### config.mk
export PLATFORM = sky130hd
export DESIGN_NAME = kconv_periph
export DESIGN_NICKNAME = d
export VERILOG_FILES = /design/src/rtl/kconv_pkg.sv /design/src/rtl/kconv_cmd.sv /design/src/rtl/kconv_opnd_regs.sv /design/src/rtl/kconv_mac.sv /design/src/rtl/kconv_ctrl.sv /design/src/rtl/kconv_periph.sv
export SDC_FILE = /design/constraint.sdc
export NUM_CORES = 1
export LEC_CHECK = 0
export ABC_AREA = 0
export BUFFER_PORTS_ARGS = -buffer_cell sky130_fd_sc_hd__buf_2
export CORE_MARGIN = 1.5
export CORE_UTILIZATION = 25
export DETAILED_ROUTE_END_ITERATION = 16
export SYNTH_ARGS = -nofsm -noshare
export SYNTH_HDL_FRONTEND = slang
export SYNTH_SLANG_ARGS = --single-unit
### constraint.sdc
create_clock -name clk_i -period 3.7 [get_ports clk_i]
set_input_delay 0.37 -clock clk_i [delete_from_list [all_inputs] [get_ports clk_i]]
set_output_delay 0.37 -clock clk_i [all_outputs]
set_load 0.02 [all_outputs]
### src/rtl/kconv_pkg.sv
package kconv_pkg;
  localparam int unsigned TAPS      = 9;
  localparam int unsigned OFF_CTRL  = 0;
  localparam int unsigned OFF_OPND0 = 1;
  localparam int unsigned OFF_STAT  = 10;
  localparam int unsigned OFF_RES   = 11;
  localparam int unsigned CMD_CLR   = 0;
  localparam int unsigned CMD_GO    = 1;

  typedef enum logic {
    ST_IDLE = 1'b0,
    ST_CALC = 1'b1
  } calc_state_e;
endpackage

### src/rtl/kconv_cmd.sv
module kconv_cmd
  import kconv_pkg::*;
#(
  parameter int unsigned ADDR_W = 4
) (
  input  logic              wr_en_i,
  input  logic [ADDR_W-1:0] addr_i,
  input  logic [1:0]        cmd_i,
  output logic              clr_o,
  output logic              go_o
);
  localparam logic [ADDR_W-1:0] A_CTRL = ADDR_W'(OFF_CTRL);

  logic ctrl_hit;

  assign ctrl_hit = wr_en_i && (addr_i == A_CTRL);
  // clear wins over start when both bits are set
  assign clr_o    = ctrl_hit && cmd_i[CMD_CLR];
  assign go_o     = ctrl_hit && cmd_i[CMD_GO] && !cmd_i[CMD_CLR];
endmodule

### src/rtl/kconv_opnd_regs.sv
module kconv_opnd_regs
  import kconv_pkg::*;
#(
  parameter int unsigned ADDR_W = 4,
  parameter int unsigned PIX_W  = 8
) (
  input  logic                        clk_i,
  input  logic                        rst_ni,
  input  logic                        wr_en_i,
  input  logic [ADDR_W-1:0]           addr_i,
  input  logic [PIX_W-1:0]            wr_data_i,
  output logic [TAPS-1:0][PIX_W-1:0]  opnd_o
);
  for (genvar g = 0; g < TAPS; g++) begin : g_opnd
    localparam logic [ADDR_W-1:0] MY_OFF = ADDR_W'(OFF_OPND0 + g);
    logic             load_en;
    logic [PIX_W-1:0] pix_q;

    assign load_en = wr_en_i && (addr_i == MY_OFF);

    always_ff @(posedge clk_i or negedge rst_ni) begin
      if (!rst_ni) begin
        pix_q <= '0;
      end else if (load_en) begin
        pix_q <= wr_data_i;
      end
    end

    assign opnd_o[g] = pix_q;
  end
endmodule

### src/rtl/kconv_mac.sv
module kconv_mac
  import kconv_pkg::*;
#(
  parameter int unsigned              PIX_W  = 8,
  parameter int unsigned              COEF_W = 8,
  parameter int unsigned              RES_W  = 16,
  parameter logic [TAPS*COEF_W-1:0]   KERNEL = '0
) (
  input  logic [TAPS-1:0][PIX_W-1:0] opnd_i,
  output logic [RES_W-1:0]           sum_o
);
  localparam int unsigned PROD_W = PIX_W + COEF_W;

  logic [TAPS-1:0][PROD_W-1:0] prod;
  logic [RES_W-1:0]            acc;

  for (genvar g = 0; g < TAPS; g++) begin : g_tap
    localparam logic [COEF_W-1:0] WEIGHT = KERNEL[g*COEF_W +: COEF_W];
    assign prod[g] = PROD_W'(opnd_i[g]) * PROD_W'(WEIGHT);
  end

  always_comb begin
    acc = '0;
    for (int i = 0; i < TAPS; i++) begin
      acc = acc + RES_W'(prod[i]);
    end
  end

  assign sum_o = acc;
endmodule

### src/rtl/kconv_ctrl.sv
module kconv_ctrl
  import kconv_pkg::*;
#(
  parameter int unsigned RES_W = 16
) (
  input  logic             clk_i,
  input  logic             rst_ni,
  input  logic             clr_i,
  input  logic             go_i,
  input  logic [RES_W-1:0] sum_i,
  output logic             idle_o,
  output logic             done_o,
  output logic [RES_W-1:0] result_o
);
  calc_state_e      state_q, state_d;
  logic             done_q, done_d;
  logic [RES_W-1:0] res_q, res_d;
  logic             res_en;

  always_comb begin
    state_d = state_q;
    done_d  = done_q;
    res_d   = res_q;
    case (state_q)
      ST_IDLE: begin
        if (go_i) begin
          state_d = ST_CALC;
          done_d  = 1'b0;
        end
      end
      ST_CALC: begin
        state_d = ST_IDLE;
        done_d  = 1'b1;
        res_d   = sum_i;
      end
      default: state_d = ST_IDLE;
    endcase
    if (clr_i) begin
      state_d = ST_IDLE;
      done_d  = 1'b0;
      res_d   = '0;
    end
  end

  assign res_en = clr_i || (state_q == ST_CALC);

  always_ff @(posedge clk_i or negedge rst_ni) begin
    if (!rst_ni) begin
      state_q <= ST_IDLE;
      done_q  <= 1'b0;
      res_q   <= '0;
    end else begin
      state_q <= state_d;
      done_q  <= done_d;
      if (res_en) begin
        res_q <= res_d;
      end
    end
  end

  assign idle_o   = (state_q == ST_IDLE);
  assign done_o   = done_q;
  assign result_o = res_q;
endmodule

### src/rtl/kconv_periph.sv
module kconv_periph
  import kconv_pkg::*;
#(
  parameter int unsigned            ADDR_W = 4,
  parameter int unsigned            BUS_W  = 32,
  parameter int unsigned            PIX_W  = 8,
  parameter int unsigned            COEF_W = 8,
  parameter int unsigned            RES_W  = 16,
  parameter logic [TAPS*COEF_W-1:0] KERNEL = {8'd2, 8'd1, 8'd2, 8'd0, 8'd5,
                                              8'd0, 8'd1, 8'd3, 8'd1}
) (
  input  logic              clk_i,
  input  logic              rst_ni,
  input  logic [ADDR_W-1:0] addr_i,
  input  logic              wr_en_i,
  input  logic [BUS_W-1:0]  wr_data_i,
  output logic [BUS_W-1:0]  rd_data_o,
  output logic              irq_o
);
  localparam logic [ADDR_W-1:0] A_STAT = ADDR_W'(OFF_STAT);
  localparam logic [ADDR_W-1:0] A_RES  = ADDR_W'(OFF_RES);

  logic                       rst_meta_n, rst_sync_n;
  logic                       cmd_clr, cmd_go;
  logic [TAPS-1:0][PIX_W-1:0] opnd;
  logic [RES_W-1:0]           mac_sum;
  logic                       calc_idle;
  logic                       done;
  logic [RES_W-1:0]           result;
  logic                       unused_wdata;

  assign unused_wdata = ^wr_data_i[BUS_W-1:PIX_W];

  // asynchronous assert, synchronous release
  always_ff @(posedge clk_i or negedge rst_ni) begin
    if (!rst_ni) begin
      rst_meta_n <= 1'b0;
      rst_sync_n <= 1'b0;
    end else begin
      rst_meta_n <= 1'b1;
      rst_sync_n <= rst_meta_n;
    end
  end

  kconv_cmd #(.ADDR_W(ADDR_W)) u_cmd (
    .wr_en_i (wr_en_i),
    .addr_i  (addr_i),
    .cmd_i   (wr_data_i[1:0]),
    .clr_o   (cmd_clr),
    .go_o    (cmd_go)
  );

  kconv_opnd_regs #(.ADDR_W(ADDR_W), .PIX_W(PIX_W)) u_opnd (
    .clk_i     (clk_i),
    .rst_ni    (rst_sync_n),
    .wr_en_i   (wr_en_i),
    .addr_i    (addr_i),
    .wr_data_i (wr_data_i[PIX_W-1:0]),
    .opnd_o    (opnd)
  );

  kconv_mac #(
    .PIX_W  (PIX_W),
    .COEF_W (COEF_W),
    .RES_W  (RES_W),
    .KERNEL (KERNEL)
  ) u_mac (
    .opnd_i (opnd),
    .sum_o  (mac_sum)
  );

  kconv_ctrl #(.RES_W(RES_W)) u_ctrl (
    .clk_i    (clk_i),
    .rst_ni   (rst_sync_n),
    .clr_i    (cmd_clr),
    .go_i     (cmd_go),
    .sum_i    (mac_sum),
    .idle_o   (calc_idle),
    .done_o   (done),
    .result_o (result)
  );

  always_comb begin
    rd_data_o = '0;
    if (addr_i == A_STAT) begin
      rd_data_o[0] = done;
    end else if (addr_i == A_RES) begin
      rd_data_o[RES_W-1:0] = result;
    end else begin
      for (int i = 0; i < TAPS; i++) begin
        if (addr_i == ADDR_W'(OFF_OPND0 + i)) begin
          rd_data_o[PIX_W-1:0] = opnd[i];
        end
      end
    end
  end

  assign irq_o = done;
endmodule

# Yosys cells after proc, flatten, opt, wreduce, memory -nomap -nowiden
# Cells that the tools add are included.
[op_classes]
add_sub_neg = 6
mul = 2
n_eq_ne = 12
muxes = 21
bitwise = 1
n_reduce_logical = 18
[ops]
columns = ["cell", "n"]
rows = [
  ["2-to-1 mux 8 bit", 11],
  ["adder 16 x 8 -> 16 bit", 2],
  ["adder 16 x 9 -> 16 bit", 2],
  ["2-to-1 mux 16 bit", 2],
  ["adder 16 x 11 -> 16 bit", 1],
  ["equality test 4 x 3 -> 1 bit, second input constant", 4],
  ["equality test 4 bit, second input constant", 4],
  ["2-to-1 mux 15 bit", 1],
  ["logical AND 1 bit", 13],
  ["adder 8 x 10 -> 11 bit", 1],
  ["multiplier 8 x 3 -> 11 bit, second input constant", 1],
  ["multiplier 8 x 2 -> 10 bit, second input constant", 1],
  ["equality test 4 x 2 -> 1 bit, second input constant", 2],
  ["2-to-1 mux 1 bit", 5],
  ["equality test 4 x 1 -> 1 bit, second input constant", 1],
  ["zero test 4 bit", 1],
  ["case mux 1 bit (2 select lines)", 2],
  ["!= test 3 x 2 -> 1 bit, second input constant", 1],
  ["AND reduction 2 bit", 1],
  ["nonzero test 2 bit", 1],
  ["zero test 1 bit", 1],
  ["logical OR 1 bit", 1],
  ["inverter 1 bit", 1],
]
[word_totals]
register_bits = 92
output_inout_bits = 33
wordCells = 74

# Depth between registers and ports, before layout
[depth]
word_depth = 12
mapped_depth = 22
ltp_nobuf = 22

# By module
# From an unflattened synthesis, not the netlist that was laid out.
[unflattened]
hier_cells = 665
area_unflattened_um2 = 7133.1
[by_module_without_submodules]
columns = ["mod", "n_inst", "cells_each", "area_each_um2", "seq_area_each_um2"]
rows = [
  ["kconv_opnd_regs", 1, 162, 2775.2, 1801.7],
  ["kconv_mac", 1, 263, 2357.3, 0.0],
  ["kconv_periph", 1, 177, 1233.7, 50.0],
  ["kconv_ctrl", 1, 58, 734.5, 450.4],
  ["kconv_cmd", 1, 5, 32.5, 0.0],
]

# Least setup slack after synthesis
# No wires, ideal clock.
[synth_timing]
kind = "register to register"
from = "reg u_opnd.g_opnd[0].pix_q[1]"
to = "reg u_ctrl.res_q[11] (netlist: u_ctrl.result_o[11])"
t_arrival_ns = 5.212
required_time_ns = 3.575
setup_slack_ns = -1.637
path_stages_with_launch = 22
path_cell_list = "dfrtp_1 > fa_1 > ha_1 > inv_1 > fa_1 > nor2b_1 > o21ai_0 > a21oi_1 > a211oi_1 > xor2_1 > fa_1 > inv_1 > fa_1 > fa_1 > inv_1 > fa_1 > inv_1 > ha_1 > or3_1 > o211ai_1 > nor3b_1 > o31ai_1"
[synth_between]
elab_chain_cells = 8
[synth_rtl]
columns = ["element", "line", "source"]
rows = [
  ["start, declared", "kconv_opnd_regs.sv:17", "logic [PIX_W-1:0] pix_q;"],
  ["start signal, assigned", "kconv_opnd_regs.sv:25", "pix_q <= wr_data_i;"],
  ["adder 8 x 10 -> 11 bit", "kconv_mac.sv:25", "acc = acc + RES_W'(prod[i]);"],
  ["adder 16 x 8 -> 16 bit", "kconv_mac.sv:25", ""],
  ["adder 16 x 11 -> 16 bit", "kconv_mac.sv:25", ""],
  ["adder 16 x 9 -> 16 bit", "kconv_mac.sv:25", ""],
  ["adder 16 x 8 -> 16 bit", "kconv_mac.sv:25", ""],
  ["adder 16 x 9 -> 16 bit", "kconv_mac.sv:25", ""],
  ["2-to-1 mux 16 bit", "kconv_ctrl.sv:24", "case (state_q)"],
  ["2-to-1 mux 16 bit", "kconv_ctrl.sv:38", "if (clr_i) begin"],
  ["end signal, assigned", "kconv_ctrl.sv:56", "res_q <= res_d;"],
  ["end, declared", "kconv_ctrl.sv:17", "logic [RES_W-1:0] res_q, res_d;"],
]
# Every way passes these cells. The select of a mux whose other input is x is not followed.
# A chain may end at the register's enable or synchronous reset.

# Final worst setup path
[layout_timing]
from = "reg u_opnd.g_opnd[1].pix_q[1]"
to = "reg u_ctrl.res_q[11] (netlist: u_ctrl.result_o[11])"
[layout_between]
elab_chain_cells = 9
[layout_rtl]
columns = ["element", "line", "source"]
rows = [
  ["start, declared", "kconv_opnd_regs.sv:17", ""],
  ["start signal, assigned", "kconv_opnd_regs.sv:25", ""],
  ["multiplier 8 x 2 -> 10 bit", "kconv_mac.sv:19", "assign prod[g] = PROD_W'(opnd_i[g]) * PROD_W'(WEIGHT);"],
  ["adder 8 x 10 -> 11 bit", "kconv_mac.sv:25", ""],
  ["adder 16 x 8 -> 16 bit", "kconv_mac.sv:25", ""],
  ["adder 16 x 11 -> 16 bit", "kconv_mac.sv:25", ""],
  ["adder 16 x 9 -> 16 bit", "kconv_mac.sv:25", ""],
  ["adder 16 x 8 -> 16 bit", "kconv_mac.sv:25", ""],
  ["adder 16 x 9 -> 16 bit", "kconv_mac.sv:25", ""],
  ["2-to-1 mux 16 bit", "kconv_ctrl.sv:24", ""],
  ["2-to-1 mux 16 bit", "kconv_ctrl.sv:38", ""],
]
# Every way passes these cells. The select of a mux whose other input is x is not followed.

==> flow_summary.yaml <==
worst_setup_path:
  timing.critical_path.slowest_cell_delay_ps: 520
  timing.critical_path.cells: "fa_1 > ha_1 > a21oi_4 > o211ai_1 > nor4_1 > nor3_1 > xor2_1 > fa_1 > inv_1 > fa_1 > inv_1 > fa_1 > inv_1 > fa_1 > inv_2 > ha_4 > or3_1 > o211ai_1 > nor3b_2 > o31ai_1"
  crit_path_frequent_cell: "sky130_fd_sc_hd__fa_1"
  worst-endpoint-arrival_ps: 5700
  capturing_element_type_of_the_critical_path: "register"
  critical_path_s_slowest_cell: "sky130_fd_sc_hd__fa_1"
  critical_path.max_fanout: 4
  setup.worst_path.class: "reg -> reg"
  crit_required_ps: 3940
  timing.critical_path.from_type: "register"
global_routing:
  antenna_found_initial: 0
  first_global_vias: 4799
  grt_first_pass_wirelength_mm: 26.8
  grt_usage: 0.132
  pin_count_of_the_biggest_net_entering_global_routing: 35
  grt_overflow_total: 0
synthesis:
  synth_sequential_area_ratio: 0.343
  synth-edff-count: 0
  synthArstFlopShare: 1.00
  avgSynthCellArea_um2: 10.3
  dominantRegCellSynth: "sky130_fd_sc_hd__dfrtp_1"
  synth.ff_latch_count: 89
  ys_warn_count: 0
  mapped_cell_area_um2: 6500
  netlist_instances: 630
  yosysUniqueCellTypes: 55
floorplan:
  core_region_area_um2: 25300
  chipWidth_um: 164
  ioPinCount: 72
  fp_rows: 58
  initial_utilization: 0.256
  die_height_um: 164
  floorplan.die_area_um2: 27000
place:
  number_of_placed_instances_taps_included: 1020
  gpl.final_weighted_congestion: 0.841
  io_buffer_count: 28
  dp_wirelength_mm: 12.8
worst_hold_path:
  worstHoldPathType: "reg -> async"
clocking:
  cts_inserted_buffers: 9
  number_of_h_tree_levels: 3
  clkSlewWorstSetupHoldPaths_ps: 60
  tritoncts: "built"
  cts.path.max_buffers: 2
  cts.sink_count: 89
  clockRootBuffer: "sky130_fd_sc_hd__clkbuf_16"
  worstSkewPairLatency_ps: 350
drt:
  totalWireLength_mm: 16.8
  drt-vias-per-instance: 4.55
  avgRoutedWirePerCell_um: 16.1
  dr.pass1.iters: 5
  final_antenna_net_count: 0
  detailedRoute.firstIterationViolations: 372
  drc_markers: 0
  total_number_of_vias: 4733
cells_and_area:
  synthToLayoutAreaGrowth_pct: 21.4
  finalNonFillerCells: 1040
  design.final.nets: 820
  diode_insertion_count_for_antenna_repair: 0
  final_layout_size_suffix_gt1_frac: 0.327
sta:
  final-setup-viol-count: 11
  maxClockFrequency_mhz: 183
  final_max_slew_viol_count: 0
  rsz_0062_raised_after_global_routing: "true"
  final_min_period_over_clock_period: 1.48
  final_ws_setup_ps: -1760
  slew-limit-headroom: 0.416
  worst_pin_slew_ps: 877
  finClkSkew_ps: 9.53
  hold_viol_final: 0
  finalCriticalPeriod_ps: 5460
outcome:
  run_status: "complete, but fails checks"
  failed_checks: "setup timing"
job:
  cap_viol_max_count: 0
==> synth_stat cells, drive strengths merged (7+ instances only) <==
| cell type | count | area [um2] |
|---|---|---|
| a221oi | 12 | 105 |
| clkbuf | 9 | 33.8 |
| a21oi | 15 | 75.1 |
| ha | 29 | 363 |
| nor3 | 10 | 83.8 |
| nand2 | 53 | 204 |
| a211oi | 7 | 52.6 |
| buf | 39 | 273 |
| nor2 | 41 | 181 |
| o21ai | 45 | 225 |
| inv | 83 | 312 |
| fa | 47 | 941 |
| mux2 | 64 | 721 |
| dfrtp | 89 | 2230 |
| nand3 | 7 | 45.0 |
| mux2i | 16 | 160 |
==> worst paths after layout <==
check                      depth (start not counted)                                    end  slack (ps)                                   from
hold reg to reg                                    0  u_opnd.g_opnd[3].pix_q[5]$_DFFE_PN0P_         270                   rst_sync_n$_DFF_PN0_
setup reg to reg                                  20        u_ctrl.result_o[11]$_DFFE_PN0P_       -1760  u_opnd.g_opnd[1].pix_q[1]$_DFFE_PN0P_
max in group asynchronous                          1         u_ctrl.result_o[7]$_DFFE_PN0P_        2660                   rst_sync_n$_DFF_PN0_
min in group clk_i                                 0                   rst_sync_n$_DFF_PN0_         350                   rst_meta_n$_DFF_PN0_
hold / removal                                     0  u_opnd.g_opnd[3].pix_q[5]$_DFFE_PN0P_         270                   rst_sync_n$_DFF_PN0_
setup / recovery                                  20        u_ctrl.result_o[11]$_DFFE_PN0P_       -1760  u_opnd.g_opnd[1].pix_q[1]$_DFFE_PN0P_
==> cell type report <==
class,count,area (um2)
clock buffer,14,264
clock inverter,2,60.1
fill,2611,17400
inverter,83,312
multi-input combinational,428,3950
sequential,89,2230
tap,330,413
timing repair buffer,94,649
==> through the flow <==
stage	hold slack (ps)	utilization	cell area, um2	worst slack (ps)	TNS, ps
after floorplan	74.4	-	6620	-1490	-12310
after global placement	157	0.290	7340	-1720	-15180
after detailed placement	157	0.290	7340	-1810	-15650
after CTS	307	0.307	7790	-1750	-14850
after global routing	320	0.311	7890	-1980	-16840
final	273	0.311	7890	-1760	-14710
==> routing by layer <==
layer	wire, um	GRT usage
met1	7920	0.186
met2	7750	0.206
met3	889	0.0306
met4	214	0.0236
met5	0	0
==> critical path: cells and delay by family (launching register included) <==
| family | cells | cell delay, ps |
|---|---|---|
| XOR/XNOR | 1 | 170 |
| flip-flops | 1 | 440 |
| AO/OA/AOI/OAI | 4 | 600 |
| buffers and inverters | 4 | 200 |
| AND/OR/NAND/NOR | 4 | 940 |
| adder cells (fa/ha/maj) | 7 | 3000 |
==> flip-flops by register name, indices dropped and copies added (netlist names) <==
name	flops
u_ctrl.state_q	1
rst_meta_n	1
u_ctrl.result_o	13
u_ctrl.done_o	1
u_opnd.g_opnd.pix_q	72
rst_sync_n	1
==> cell families after synthesis <==
group	Yosys count	share of synthesized area
compound gates	100	0.0951
xor+xnor	8	0.0108
fa+ha+maj	76	0.201
buf+inv	131	0.0951
flops	89	0.343
mux	81	0.139
other cells	2	0.00116
simple gates	143	0.115
==> timing repair <==
item / in CTS / in global routing
buffers inserted: 2 / 1
gates resized for setup: 24 / 18
pin swaps: 28 / 18
hold buffers: 1 / 0
setup endpoints to repair: 11 / 11
endpoints found under the hold margin: 2 / 0
cloned: 0 / 0
==> cell usage in the layout (no fill, tap or decap), types with 4 or more instances in the layout <==
| master | Yosys | final |
|---|---|---|
| sky130_fd_sc_hd__nor2_4 | 3 | 5 |
| sky130_fd_sc_hd__conb_1 | 2 | 20 |
| sky130_fd_sc_hd__a221oi_1 | 12 | 12 |
| sky130_fd_sc_hd__inv_2 | 0 | 9 |
| sky130_fd_sc_hd__fa_1 | 47 | 44 |
| sky130_fd_sc_hd__o21ai_0 | 43 | 37 |
| sky130_fd_sc_hd__and3_1 | 6 | 6 |
| sky130_fd_sc_hd__nor3_1 | 7 | 6 |
| sky130_fd_sc_hd__ha_4 | 0 | 8 |
| sky130_fd_sc_hd__mux2i_1 | 16 | 16 |
| sky130_fd_sc_hd__buf_4 | 24 | 62 |
| sky130_fd_sc_hd__nand3_1 | 5 | 5 |
| sky130_fd_sc_hd__clkbuf_16 | 0 | 9 |
| sky130_fd_sc_hd__o21ai_1 | 2 | 4 |
| sky130_fd_sc_hd__nor2_1 | 36 | 32 |
| sky130_fd_sc_hd__buf_2 | 11 | 28 |
| sky130_fd_sc_hd__a211oi_2 | 0 | 6 |
| sky130_fd_sc_hd__inv_1 | 83 | 74 |
| sky130_fd_sc_hd__xor2_1 | 5 | 4 |
| sky130_fd_sc_hd__a22o_1 | 6 | 6 |
| sky130_fd_sc_hd__mux2_2 | 64 | 64 |
| sky130_fd_sc_hd__nand2_1 | 51 | 50 |
| sky130_fd_sc_hd__a21oi_1 | 15 | 13 |
| sky130_fd_sc_hd__nor2_2 | 2 | 4 |
| sky130_fd_sc_hd__dfrtp_1 | 89 | 85 |
| sky130_fd_sc_hd__ha_1 | 29 | 20 |
Power is not shown: default switching activity piles up to over one toggle a cycle in this logic, so the estimate is an artifact.
